[src/rtl/act_window_gate.sv]
module act_window_gate #(
  parameter int GROUPS   = 4,
  parameter int MAX_ACTS = 4,
  parameter int TW       = 16,
  localparam int GW = (GROUPS > 1) ? $clog2(GROUPS) : 1,
  localparam int CW = $clog2(MAX_ACTS + 1)
) (
  input  logic          clk,
  input  logic          rst_n,
  input  logic [TW-1:0] cycle_now,
  input  logic          act_req,
  input  logic [GW-1:0] act_group,
  input  logic [TW-1:0] win_len,
  input  logic [CW-1:0] act_limit,
  input  logic [TW-1:0] gap_short,
  input  logic [TW-1:0] gap_long,
  output logic          act_ok
);

  logic [TW-1:0] hist [MAX_ACTS];
  logic [CW-1:0] fill;
  logic [TW-1:0] last_any;
  logic          any_seen;
  logic [TW-1:0] grp_time [GROUPS];
  logic [GROUPS-1:0] grp_seen;

  logic [CW-1:0] eff_lim;
  logic [TW-1:0] oldest;
  logic          win_ok, sp_ok, grp_ok, fire;

  assign eff_lim = (act_limit == '0 || act_limit > CW'(MAX_ACTS)) ? CW'(MAX_ACTS) : act_limit;

  always_comb begin
    oldest = '0;
    for (int i = 0; i < MAX_ACTS; i++)
      if (CW'(i) == eff_lim - CW'(1)) oldest = hist[i];
  end

  assign win_ok = (win_len == '0) || (fill < eff_lim) || ((cycle_now - oldest) >= win_len);
  assign sp_ok  = !any_seen || ((cycle_now - last_any) >= gap_short);
  assign grp_ok = (gap_long == '0) || !grp_seen[act_group] ||
                  ((cycle_now - grp_time[act_group]) >= gap_long);
  assign act_ok = win_ok & sp_ok & grp_ok;
  assign fire   = act_req & act_ok;

  always_ff @(posedge clk) begin
    if (!rst_n) begin
      for (int i = 0; i < MAX_ACTS; i++) hist[i] <= '0;
      for (int g = 0; g < GROUPS; g++) grp_time[g] <= '0;
      fill     <= '0;
      last_any <= '0;
      any_seen <= 1'b0;
      grp_seen <= '0;
    end else if (fire) begin
      hist[0] <= cycle_now;
      for (int i = 1; i < MAX_ACTS; i++) hist[i] <= hist[i-1];
      if (fill != CW'(MAX_ACTS)) fill <= fill + CW'(1);
      last_any            <= cycle_now;
      any_seen            <= 1'b1;
      grp_time[act_group] <= cycle_now;
      grp_seen[act_group] <= 1'b1;
    end
  end

  p_first_r1: assert property (@(posedge clk) disable iff (!rst_n)
    (fill == '0) |-> act_ok);

  p_short_gap_r2: assert property (@(posedge clk) disable iff (!rst_n)
    (act_req && act_ok) |=> (!act_ok || (cycle_now - $past(cycle_now)) >= gap_short));

  p_long_gap_r3: assert property (@(posedge clk) disable iff (!rst_n)
    (act_req && act_ok && gap_long != '0) |=>
      (!act_ok || act_group != $past(act_group) || (cycle_now - $past(cycle_now)) >= gap_long));

  p_open_r6: assert property (@(posedge clk) disable iff (!rst_n)
    (win_len == '0 && gap_short == '0 && gap_long == '0) |-> act_ok);

  p_hold_r8: assert property (@(posedge clk) disable iff (!rst_n)
    !(act_req && act_ok) |=> ($stable(last_any) && $stable(fill) && $stable(grp_seen)));

endmodule

[config.mk]
export PLATFORM = sky130hd
export DESIGN_NAME = act_window_gate
export DESIGN_NICKNAME = d
export VERILOG_FILES = /design/src/rtl/act_window_gate.sv
export SDC_FILE = /design/constraint.sdc
export NUM_CORES = 1
export LEC_CHECK = 0
export BUFFER_PORTS_ARGS = -buffer_cell sky130_fd_sc_hd__buf_2
export CAP_MARGIN = 20
export CORE_MARGIN = 3
export CORE_UTILIZATION = 61
export DETAILED_ROUTE_END_ITERATION = 12
export PLACE_DENSITY = 0.81
export SYNTH_ARGS = -nofsm -noshare
export SYNTH_HDL_FRONTEND = slang
export SYNTH_SLANG_ARGS = --single-unit
[constraint.sdc]
create_clock -name clk -period 13.5 [get_ports clk]
set_input_delay 2.7 -clock clk [delete_from_list [all_inputs] [get_ports clk]]
set_output_delay 2.7 -clock clk [all_outputs]
set_load 0.01 [all_outputs]
# Word-level counts from Yosys, hierarchy flattened
# Memories as Yosys holds them, arrays and structs flattened.
# Cells that the tools add are included.
[op_classes] reduce_logical=15 bitwise=8 order_cmp=7 n_addsub=5 n_mux=20 div_mod_pow=0 n_eq_ne=4 n_shift=0 mul=0
[ops] op="$mux 16" count=9
[ops] op="$ge 16x16->1" count=3
[ops] op="$sub 16x16->16" count=3
[ops] op="$logic_not 16->1" count=2
[ops] op="$reduce_or 16->1" count=1
[ops] op="$mux 1" count=7
[ops] op="$eq 2x3->1 const A" count=2
[ops] op="$logic_not 3->1" count=2
[ops] op="$logic_or 1x1->1" count=6
[ops] op="$or 1x1->1" count=4
[ops] op="$or 4x4->4" count=1
[ops] op="$add 3x1->3 const B" count=1
[ops] op="$and 1x1->1" count=3
[ops] op="$eq 1x3->1 const A" count=1
[ops] op="$gt 3x3->1 const B" count=1
[ops] op="$lt 2x3->1 const B" count=1
[ops] op="$lt 3x3->1" count=1
[ops] op="$mux 3" count=1
[ops] op="$ne 3x3->1 const B" count=1
[ops] op="$sub 3x1->3 const B" count=1
[ops] op="$bmux 1 s2" count=1
[ops] op="$demux 1 s2" count=1
[ops] op="$ge 2x1->1 const B" count=1
[ops] op="$logic_not 1->1" count=2
[ops] op="other kinds (3)" count=3
[word_totals] wordCells=65 mem_bits_rw=128 mem_count=2 latchBits=0 romBits=0 out_inout_bits=1 ff_bits=24
[memory_table] name="grp_time" words=4 width=16 rd=1 rd_ports_with_merged_regs=0 wr=4 line="24" rtl="logic [TW-1:0] grp_time [GROUPS];"
[memory_table] name="hist" words=4 width=16 rd=4 rd_ports_with_merged_regs=0 wr=4 line="20" rtl="logic [TW-1:0] hist [MAX_ACTS];"

# Longest topological paths before layout
# Gate-level depths: netlist of the first run.
[depth] word_depth=20 depth_mapped=26 ltp_nobuf=23

# Worst setup path after synthesis of the first run
# OpenSTA, ideal clock, no wires.
[synth_path] kind="input -> register" start="input act_limit[0]" end="memory hist[0][0] (enable)" required_ps=12926 n_path_buf=1 path_slack_ps=1071 setup_ps=574 cell_stages=24 t_arrival_ps=11854 cell_sequence="nor2_1 inv_1 ha_1 nand2b_1 nor3b_1 clkbuf_1 a222oi_1 nand2_1 o21ai_0 ha_1 a21o_1 a21o_1 a21oi_1 a31oi_1 a21o_1 a21oi_1 xnor2_1 ha_1 nand4_1 a2111oi_1 nand2_1 o2111a_2 or2_2 o21ai_0"
[synth_lines] item="start: declaration" line="14" rtl="input logic [CW-1:0] act_limit,"
[synth_lines] item="end: declaration" line="20"

# Worst setup path after layout of the first run
[layout_path] start="input act_limit[0]" end="output act_ok"
[layout_between] elab_chain_len=14
[layout_rtl] item="$gt 3x3->1 or $logic_not 3->1 (tied branches)" line="31" rtl="assign eff_lim = (act_limit == '0 || act_limit > CW'(MAX_ACTS)) ? CW'(MAX_ACTS) : act_limit;"
[layout_rtl] item="$logic_or 1x1->1" line="31"
[layout_rtl] item="$mux 3 (*)" line="31"
[layout_rtl] item="$sub 3x1->3" line="36" rtl="if (CW'(i) == eff_lim - CW'(1)) oldest = hist[i];"
[layout_rtl] item="$logic_not 3->1" line="36"
[layout_rtl] item="$mux 16 (4 in series)" line="36"
[layout_rtl] item="$sub 16x16->16" line="39" rtl="assign win_ok = (win_len == '0) || (fill < eff_lim) || ((cycle_now - oldest) >= win_len);"
[layout_rtl] item="$ge 16x16->1" line="39"
[layout_rtl] item="$logic_or 1x1->1 (*)" line="39"
[layout_rtl] item="$and 1x1->1 (*) (2 in series)" line="43" rtl="assign act_ok = win_ok & sp_ok & grp_ok;"
[layout_rtl] item="end: declaration" line="17" rtl="output logic act_ok"
# Every way passes the cells marked *; elsewhere a longest branch is shown, timed or not.

==> results.json, run 1 <==
{
  "drtIter0Drc": 794,
  "syn_avg_cell_area_um2": 10.83,
  "layout_setup_ws_ns": 2.919,
  "async_reset_ff_share_pct": 0,
  "synth_top_flop_cell": "edfxtp_1",
  "leakage_nw": 4.815,
  "finalClockSkew_ns": 0.01146,
  "cts_setup_buffers": 0,
  "clock_path_buffers": 2,
  "antenna_cells": 0,
  "pwr-share-clk_pct": 32.0,
  "globalRouteOverflowTotal": 0,
  "synth_cells": 909,
  "yosys.area_share.adder_pct": 13.07,
  "crit_slowest_cell": "a2111oi_1",
  "final_cells": 1199,
  "internal_power_mw": 1.086,
  "crit_required_ns": 10.80,
  "cts_tree": "done",
  "p_sw_share_pct": 30.70,
  "die_w_um": 133.0,
  "p_switching_uw": 481.0,
  "synthMuxAreaShare_pct": 4.093,
  "grt_pass1_wl_mm": 35.68,
  "synth_xor_area_share_pct": 3.648,
  "dp_cells": 1166,
  "start_kind": "input port",
  "ir_drop_mv": 0.1014,
  "worstSkewPairLatency_ns": 0.43,
  "synth_top_area_share_pct": 39.05,
  "rows": 45,
  "tns_ns": 0,
  "finalSetupViolCount": 0,
  "yosys_warnings": 0,
  "cts_root_buf": "clkbuf_16",
  "synth_top_family_by_area": "simple AND/OR/NAND/NOR gates",
  "path_clk_slew_ns": 0.06,
  "slowest_delay_ns": 0.46,
  "synth.most_common_cell": "edfxtp_1",
  "yosysTopAreaCell": "edfxtp_1",
  "post_drt_wl_per_cell_um": 18.84,
  "port_buffers": 72,
  "combPwrFrac_pct": 28.9,
  "clkSinkCount": 152,
  "dpl.hpwl_mm": 15.00,
  "worst_hold_slack_ns": 0.4598,
  "placed_area_um2": 10400,
  "utilization_pct": 71.33,
  "pre_cts_ws_ns": 2.330,
  "cp_max_fo": 15,
  "initial_utilization_pct": 63.57,
  "crit_buf_inv": 5,
  "synth_area_leaders": "edfxtp_1, ha_1, and2_1",
  "drv_slew": 0,
  "cts_resized": 0,
  "worst_setup_path_end_kind": "output port",
  "fmax_ghz": 0.09451,
  "seq_area_frac_synth_pct": 43.93,
  "track_usage_pct": 25.96,
  "nFillCells": 1094,
  "grt_pass1_vias": 6857,
  "rsz0062_at_grt": "false",
  "outcome": "finished clean",
  "vias": 7244,
  "dieArea_um2": 17700,
  "drc_errors": 0,
  "fin_nets": 1148,
  "drt-pass1-iter-count": 6,
  "fin_crit_sh_pct": 78.38,
  "fin_area_um2": 11040,
  "path_class": "in2out",
  "tightest_slew_ns": 1.076,
  "crit_family": "compound AO/OA/AOI/OAI gates",
  "ys_types": 64,
  "arrival_ns": 7.88,
  "synth-seq-cells": 152,
  "synth_compound_area_share_pct": 13.51,
  "core_um2": 15480,
  "final.min_clock_period_ns": 10.58,
  "synth_edf_count": 128,
  "p_per_area_nw_per_um2": 141.9,
  "io_pins": 73,
  "antenna_left": 0,
  "synth_commonest_cells": "edfxtp_1, ha_1, inv_1, and2_1, and3_1",
  "hold_viol": 0,
  "syn-num-nets": 1082,
  "antenna_found_initial": 0,
  "vias_per_cell": 6.042,
  "place.gp.congestion": 0.8418,
  "relSlewSlack_pct": 27.88,
  "p_seq_share_pct": 39.0,
  "syn2layout_area_growth_pct": 12.20,
  "total_power_mw": 1.567,
  "postCtsHoldBufs": 0,
  "die_h_um": 133.0,
  "yosys.area_share.simple_pct": 16.66,
  "cts_buffers": 17,
  "h-tree-depth": 4,
  "drive_gt1_share_pct": 15.08,
  "grt_start_max_net_pins": 114,
  "maxCapViolations": 0,
  "hold_path.class": "reg2reg",
  "netlist_area_um2": 9843,
  "routed_wl_mm": 22.59
}
[cell type report]
type	instances	area [um2]	share of cell area, %
flip-flops and latches	152	4324	39.15
clock buffers	21	470.5	4.260
inverters	94	352.8	3.195
repair buffers	80	424.2	3.841
clock inverters	11	161.4	1.461
well taps	211	264.0	2.390
multi-input cells	630	5047	45.70
[sequential cells by signal, summed over array words and instances (netlist names)]
| signal | cells |
|---|---|
| any_seen | 1 |
| fill | 3 |
| grp_seen | 4 |
| grp_time | 64 |
| hist | 64 |
| last_any | 16 |
[routing by layer]
| layer | up-vias | share of wire, % | track usage [%] |
|---|---|---|---|
| met5 | - | 0 | 0 |
| met4 | 0 | 2.3 | 9.122 |
| met3 | 34 | 9.8 | 6.122 |
| met2 | 355 | 44 | 38.60 |
| met1 | 3360 | 44 | 37.51 |
| li1 | 3495 | - | - |
[cells in the final DEF, fill, tap and decap left out, types with 8 or more instances in the layout]
| cell | netlist | layout |
|---|---|---|
| a21boi_0 | 8 | 8 |
| a21o_1 | 18 | 18 |
| a21oi_1 | 39 | 39 |
| a222oi_1 | 15 | 15 |
| and2_1 | 82 | 82 |
| and3_1 | 56 | 56 |
| buf_2 | 6 | 72 |
| clkbuf_16 | 0 | 17 |
| dfxtp_1 | 24 | 24 |
| edfxtp_1 | 128 | 128 |
| ha_1 | 98 | 98 |
| inv_1 | 94 | 94 |
| mux4_2 | 17 | 17 |
| nand2_1 | 51 | 51 |
| nand4_1 | 8 | 8 |
| nor2_1 | 24 | 24 |
| nor2b_1 | 9 | 9 |
| nor3_1 | 13 | 12 |
| nor4_1 | 9 | 9 |
| o21a_1 | 9 | 9 |
| o21ai_0 | 25 | 24 |
| o2bb2ai_1 | 16 | 16 |
| xnor2_1 | 32 | 32 |
| xor2_1 | 9 | 9 |
[tightest hold or removal path, delay by kind of cell (launching register included)]
| kind | cells | cell delay (ns) |
|---|---|---|
| compound gates | 1 | 0.06 |
| flops | 1 | 0.31 |
| simple gates | 1 | 0.05 |
[power by group through the flow]
stage | clock (mW) | combinational, mW | sequential (mW)
after floorplan | 0 | 0.343 | 0.614
after global placement | 0 | 0.435 | 0.618
after detailed placement | 0 | 0.448 | 0.620
after CTS | 0.504 | 0.452 | 0.612
after global routing | 0.526 | 0.512 | 0.618
final | 0.501 | 0.454 | 0.612
[final timing paths]
| kind | startpoint | end | slack [ns] | depth (start not counted) |
|---|---|---|---|---|
| worst min register to register | last_any[6]$_SDFFE_PN0P_ | last_any[6]$_SDFFE_PN0P_ | 0.46 | 2 |
| worst max register to register | grp_time[3][0]$_DFFE_PP_ | grp_time[1][5]$_SDFFCE_PN0P_ | 7.80 | 20 |
| worst max-delay path | act_limit[0] | act_ok | 2.92 | 26 |
| worst min-delay path | last_any[6]$_SDFFE_PN0P_ | last_any[6]$_SDFFE_PN0P_ | 0.46 | 2 |
[kinds of logic (layout without fill, tap and decap cells)]
kind of cell               Yosys count  in the layout
AOI/OAI and AO/OA                  181            181
xor gates and xnor gates            41             41
adders and majority gates          101            101
buffers and inverters              127            206
DFF                                152            152
muxes                               19             19
and+or+nand+nor                    288            288
Note: power is estimated with default switching activity, not from simulation.
==> run 2: changes to the inputs <==
--- a/config.mk
+++ b/config.mk
@@ -5,12 +5,13 @@
 export SDC_FILE = /design/constraint.sdc
 export NUM_CORES = 1
 export LEC_CHECK = 0
+export ABC_AREA = 1
 export BUFFER_PORTS_ARGS = -buffer_cell sky130_fd_sc_hd__buf_2
 export CAP_MARGIN = 20
 export CORE_MARGIN = 3
-export CORE_UTILIZATION = 61
+export CORE_UTILIZATION = 55
 export DETAILED_ROUTE_END_ITERATION = 12
-export PLACE_DENSITY = 0.81
+export PLACE_DENSITY = 0.77
 export SYNTH_ARGS = -nofsm -noshare
 export SYNTH_HDL_FRONTEND = slang
 export SYNTH_SLANG_ARGS = --single-unit
==> constraint.sdc (replaced) <==
create_clock -name clk -period 8.7 [get_ports clk]
set_input_delay 1.74 -clock clk [delete_from_list [all_inputs] [get_ports clk]]
set_output_delay 1.74 -clock clk [all_outputs]
set_load 0.01 [all_outputs]
==> run 2 against run 1 <==
Against the previous run:
- synthesized area shrank 1.6%
- routed wire length grew 3.7%
- worst hold slack lost 0.018 ns
- largest cell class unchanged
==> results.json, run 2 <==
{
  "synth_top_flop_cell": "edfxtp_1",
  "arrival_ns": 6.46,
  "p_switching_uw": 861.1,
  "initial_utilization_pct": 57.37,
  "p_seq_share_pct": 39.2,
  "worst_setup_path_end_kind": "output port",
  "postCtsHoldBufs": 0,
  "r2r_start": "hist[0][16]$_SDFFCE_PN0P_",
  "tns_ns": 0,
  "fmax_ghz": 0.1220,
  "io_pins": 73,
  "final_cell_mix": "inv_1, nand2_1, nor2_1, edfxtp_1, ha_1",
  "track_usage_pct": 24.15,
  "final.min_clock_period_ns": 8.199,
  "p_per_area_nw_per_um2": 229.0,
  "maxCapViolations": 0,
  "reg_top3": "grp_time: 64 flops, hist: 64 flops, last_any: 16 flops",
  "grt_start_max_net_pins": 79,
  "hold_viol": 0,
  "rows": 47,
  "antenna_left": 0,
  "outcome": "finished clean",
  "combPwrFrac_pct": 30.9,
  "final_common_cell": "inv_1",
  "die_h_um": 138.7,
  "post_drt_wl_per_cell_um": 16.70,
  "synth_top_area_share_pct": 39.70,
  "dpl.hpwl_mm": 16.96,
  "cts_setup_buffers": 0,
  "synth.most_common_cell": "inv_1",
  "path_class": "in2out",
  "netlist_area_um2": 9683,
  "drtIter0Drc": 753,
  "yosysTopAreaCell": "edfxtp_1",
  "synth_area_leaders": "edfxtp_1, ha_1, inv_1",
  "vias_per_cell": 5.501,
  "drv_slew": 0,
  "fin_crit_sh_pct": 94.24,
  "globalRouteOverflowTotal": 0,
  "finalSetupViolCount": 0,
  "start_kind": "input port",
  "cts_root_buf": "clkbuf_16",
  "rsz0062_at_grt": "false",
  "hold_path_depth": 2,
  "timing.rr.end": "grp_time[0][14]$_SDFFCE_PN0P_",
  "holdCritStartpoint": "grp_seen[2]$_SDFFE_PN0P_",
  "cp_max_fo": 13,
  "clock_path_buffers": 2,
  "cts_resized": 0,
  "crit_required_ns": 6.96,
  "r2r_slack_ns": 3.33,
  "crit_slowest_cell": "fa_1",
  "async_reset_ff_share_pct": 0,
  "holdPathEnd": "grp_seen[2]$_SDFFE_PN0P_",
  "syn2layout_area_growth_pct": 11.85,
  "routed_wl_mm": 23.42,
  "syn-num-nets": 1265,
  "hold_path.class": "reg2reg",
  "drc_errors": 0,
  "slowest_delay_ns": 0.41,
  "grt_pass1_vias": 7120,
  "vias": 7713,
  "cts_buffers": 17,
  "core_um2": 16880,
  "path_clk_slew_ns": 0.06,
  "internal_power_mw": 1.619,
  "crit_buf_inv": 7,
  "dieArea_um2": 19230,
  "synth_edf_count": 128,
  "syn_avg_cell_area_um2": 8.867,
  "relSlewSlack_pct": 30.06,
  "drive_gt1_share_pct": 11.59,
  "synth-seq-cells": 152,
  "crit_family": "compound AO/OA/AOI/OAI gates",
  "fin_nets": 1342,
  "synth_commonest_cells": "inv_1, nand2_1, nor2_1, edfxtp_1, ha_1",
  "ir_drop_mv": 0.1540,
  "port_buffers": 72,
  "drt-pass1-iter-count": 5,
  "pwr-share-clk_pct": 29.9,
  "cts_tree": "done",
  "yosys_warnings": 0,
  "cp-startpoint": "act_limit[0]",
  "tightest_slew_ns": 1.049,
  "seq_area_frac_synth_pct": 44.66,
  "path_common_cell": "nand2_1",
  "p_sw_share_pct": 34.72,
  "clkSinkCount": 152,
  "finalClockSkew_ns": 0.008980,
  "grt_pass1_wl_mm": 36.51,
  "total_power_mw": 2.480,
  "ys_types": 41,
  "antenna_cells": 0,
  "place.gp.congestion": 0.9154,
  "antenna_found_initial": 1,
  "worstSkewPairLatency_ns": 0.43,
  "h-tree-depth": 4,
  "synth_cells": 1092,
  "reg2reg_depth": 26,
  "leakage_nw": 5.179,
  "die_w_um": 138.7
}
-- run 2: changes by cell type after synthesis, sizes merged, moves of 18 or more --
| cell | previous run | this run |
|---|---|---|
| xor2 | 9 | 27 |
| nand3 | 5 | 31 |
| and3 | 56 | 0 |
| inv | 94 | 211 |
| a21oi | 39 | 65 |
| nor2 | 24 | 153 |
| a221oi | 0 | 21 |
| nand2 | 51 | 175 |
| o21ai | 25 | 46 |
| and2 | 83 | 1 |
-- run 2: logic make-up after synthesis --
kind of cell	Yosys count	synth area share, %
fa+ha+maj	101	13.28
buf+inv	232	9.678
xor+xnor	44	3.980
flops	152	44.66
simple gates	378	16.15
compound gates	185	12.25
-- run 2: worst reg2reg max path: cells and delay by family, from the launching register on --
family / cells / cell delay (ns)
and+or+nand+nor: 11 / 1.61
AOI/OAI and AO/OA: 7 / 1.47
adders and majority gates: 3 / 0.95
buffers and inverters: 4 / 0.54
DFF: 1 / 0.36
xor gates and xnor gates: 1 / 0.09
-- run 2: area by class of cell --
class	count	area, um2
clock inverters	15	175.2
fillers	1354	6047
inverters	212	798.3
repair buffers	78	405.4
multi-input cells	708	4427
clock buffers	17	425.4
flip-flops and latches	152	4324
well taps	220	275.3
-- run 2: power groups by stage --
stage / registers [mW] / logic (mW) / clock network [mW]
4_1_cts: 0.971 / 0.768 / 0.744
3_5_place_dp: 0.985 / 0.760 / 0
2_1_floorplan: 0.965 / 0.582 / 0
5_1_grt: 0.981 / 0.882 / 0.780
3_3_place_gp: 0.982 / 0.743 / 0
6_report: 0.971 / 0.767 / 0.742
-- run 2: how the worst max path moves through the flow --
stage                  end  depth (start not counted)
floorplan           act_ok                         27
global placement    act_ok                         32
detailed placement  act_ok                         32
CTS                 act_ok                         32
global route        act_ok                         29
finish              act_ok                         32
-- run 2: metrics by stage --
step                setup slack [ns]  instances  utilization (%)  area, um2  hold WS, ns
global route                  0.1211       1402            64.17      10830       0.4660
finish                        0.5014       1402            64.17      10830       0.4422
CTS                           0.5422       1402            64.17      10830       0.4445
detailed placement            0.5520       1370            60.61      10230       0.4346
floorplan                      1.390       1092                -       9683       0.4225
global placement              0.7650       1370            60.61      10230       0.4319
-- run 2: routing by layer --
layer  wire, um  vias to the layer above  global-route usage, %
li1           -                     3814                      -
met1      10170                     3503                  34.55
met2      10360                      352                  37.26
met3       2152                       42                  4.414
met4        718                        2                  8.548
met5         13                        -                      0
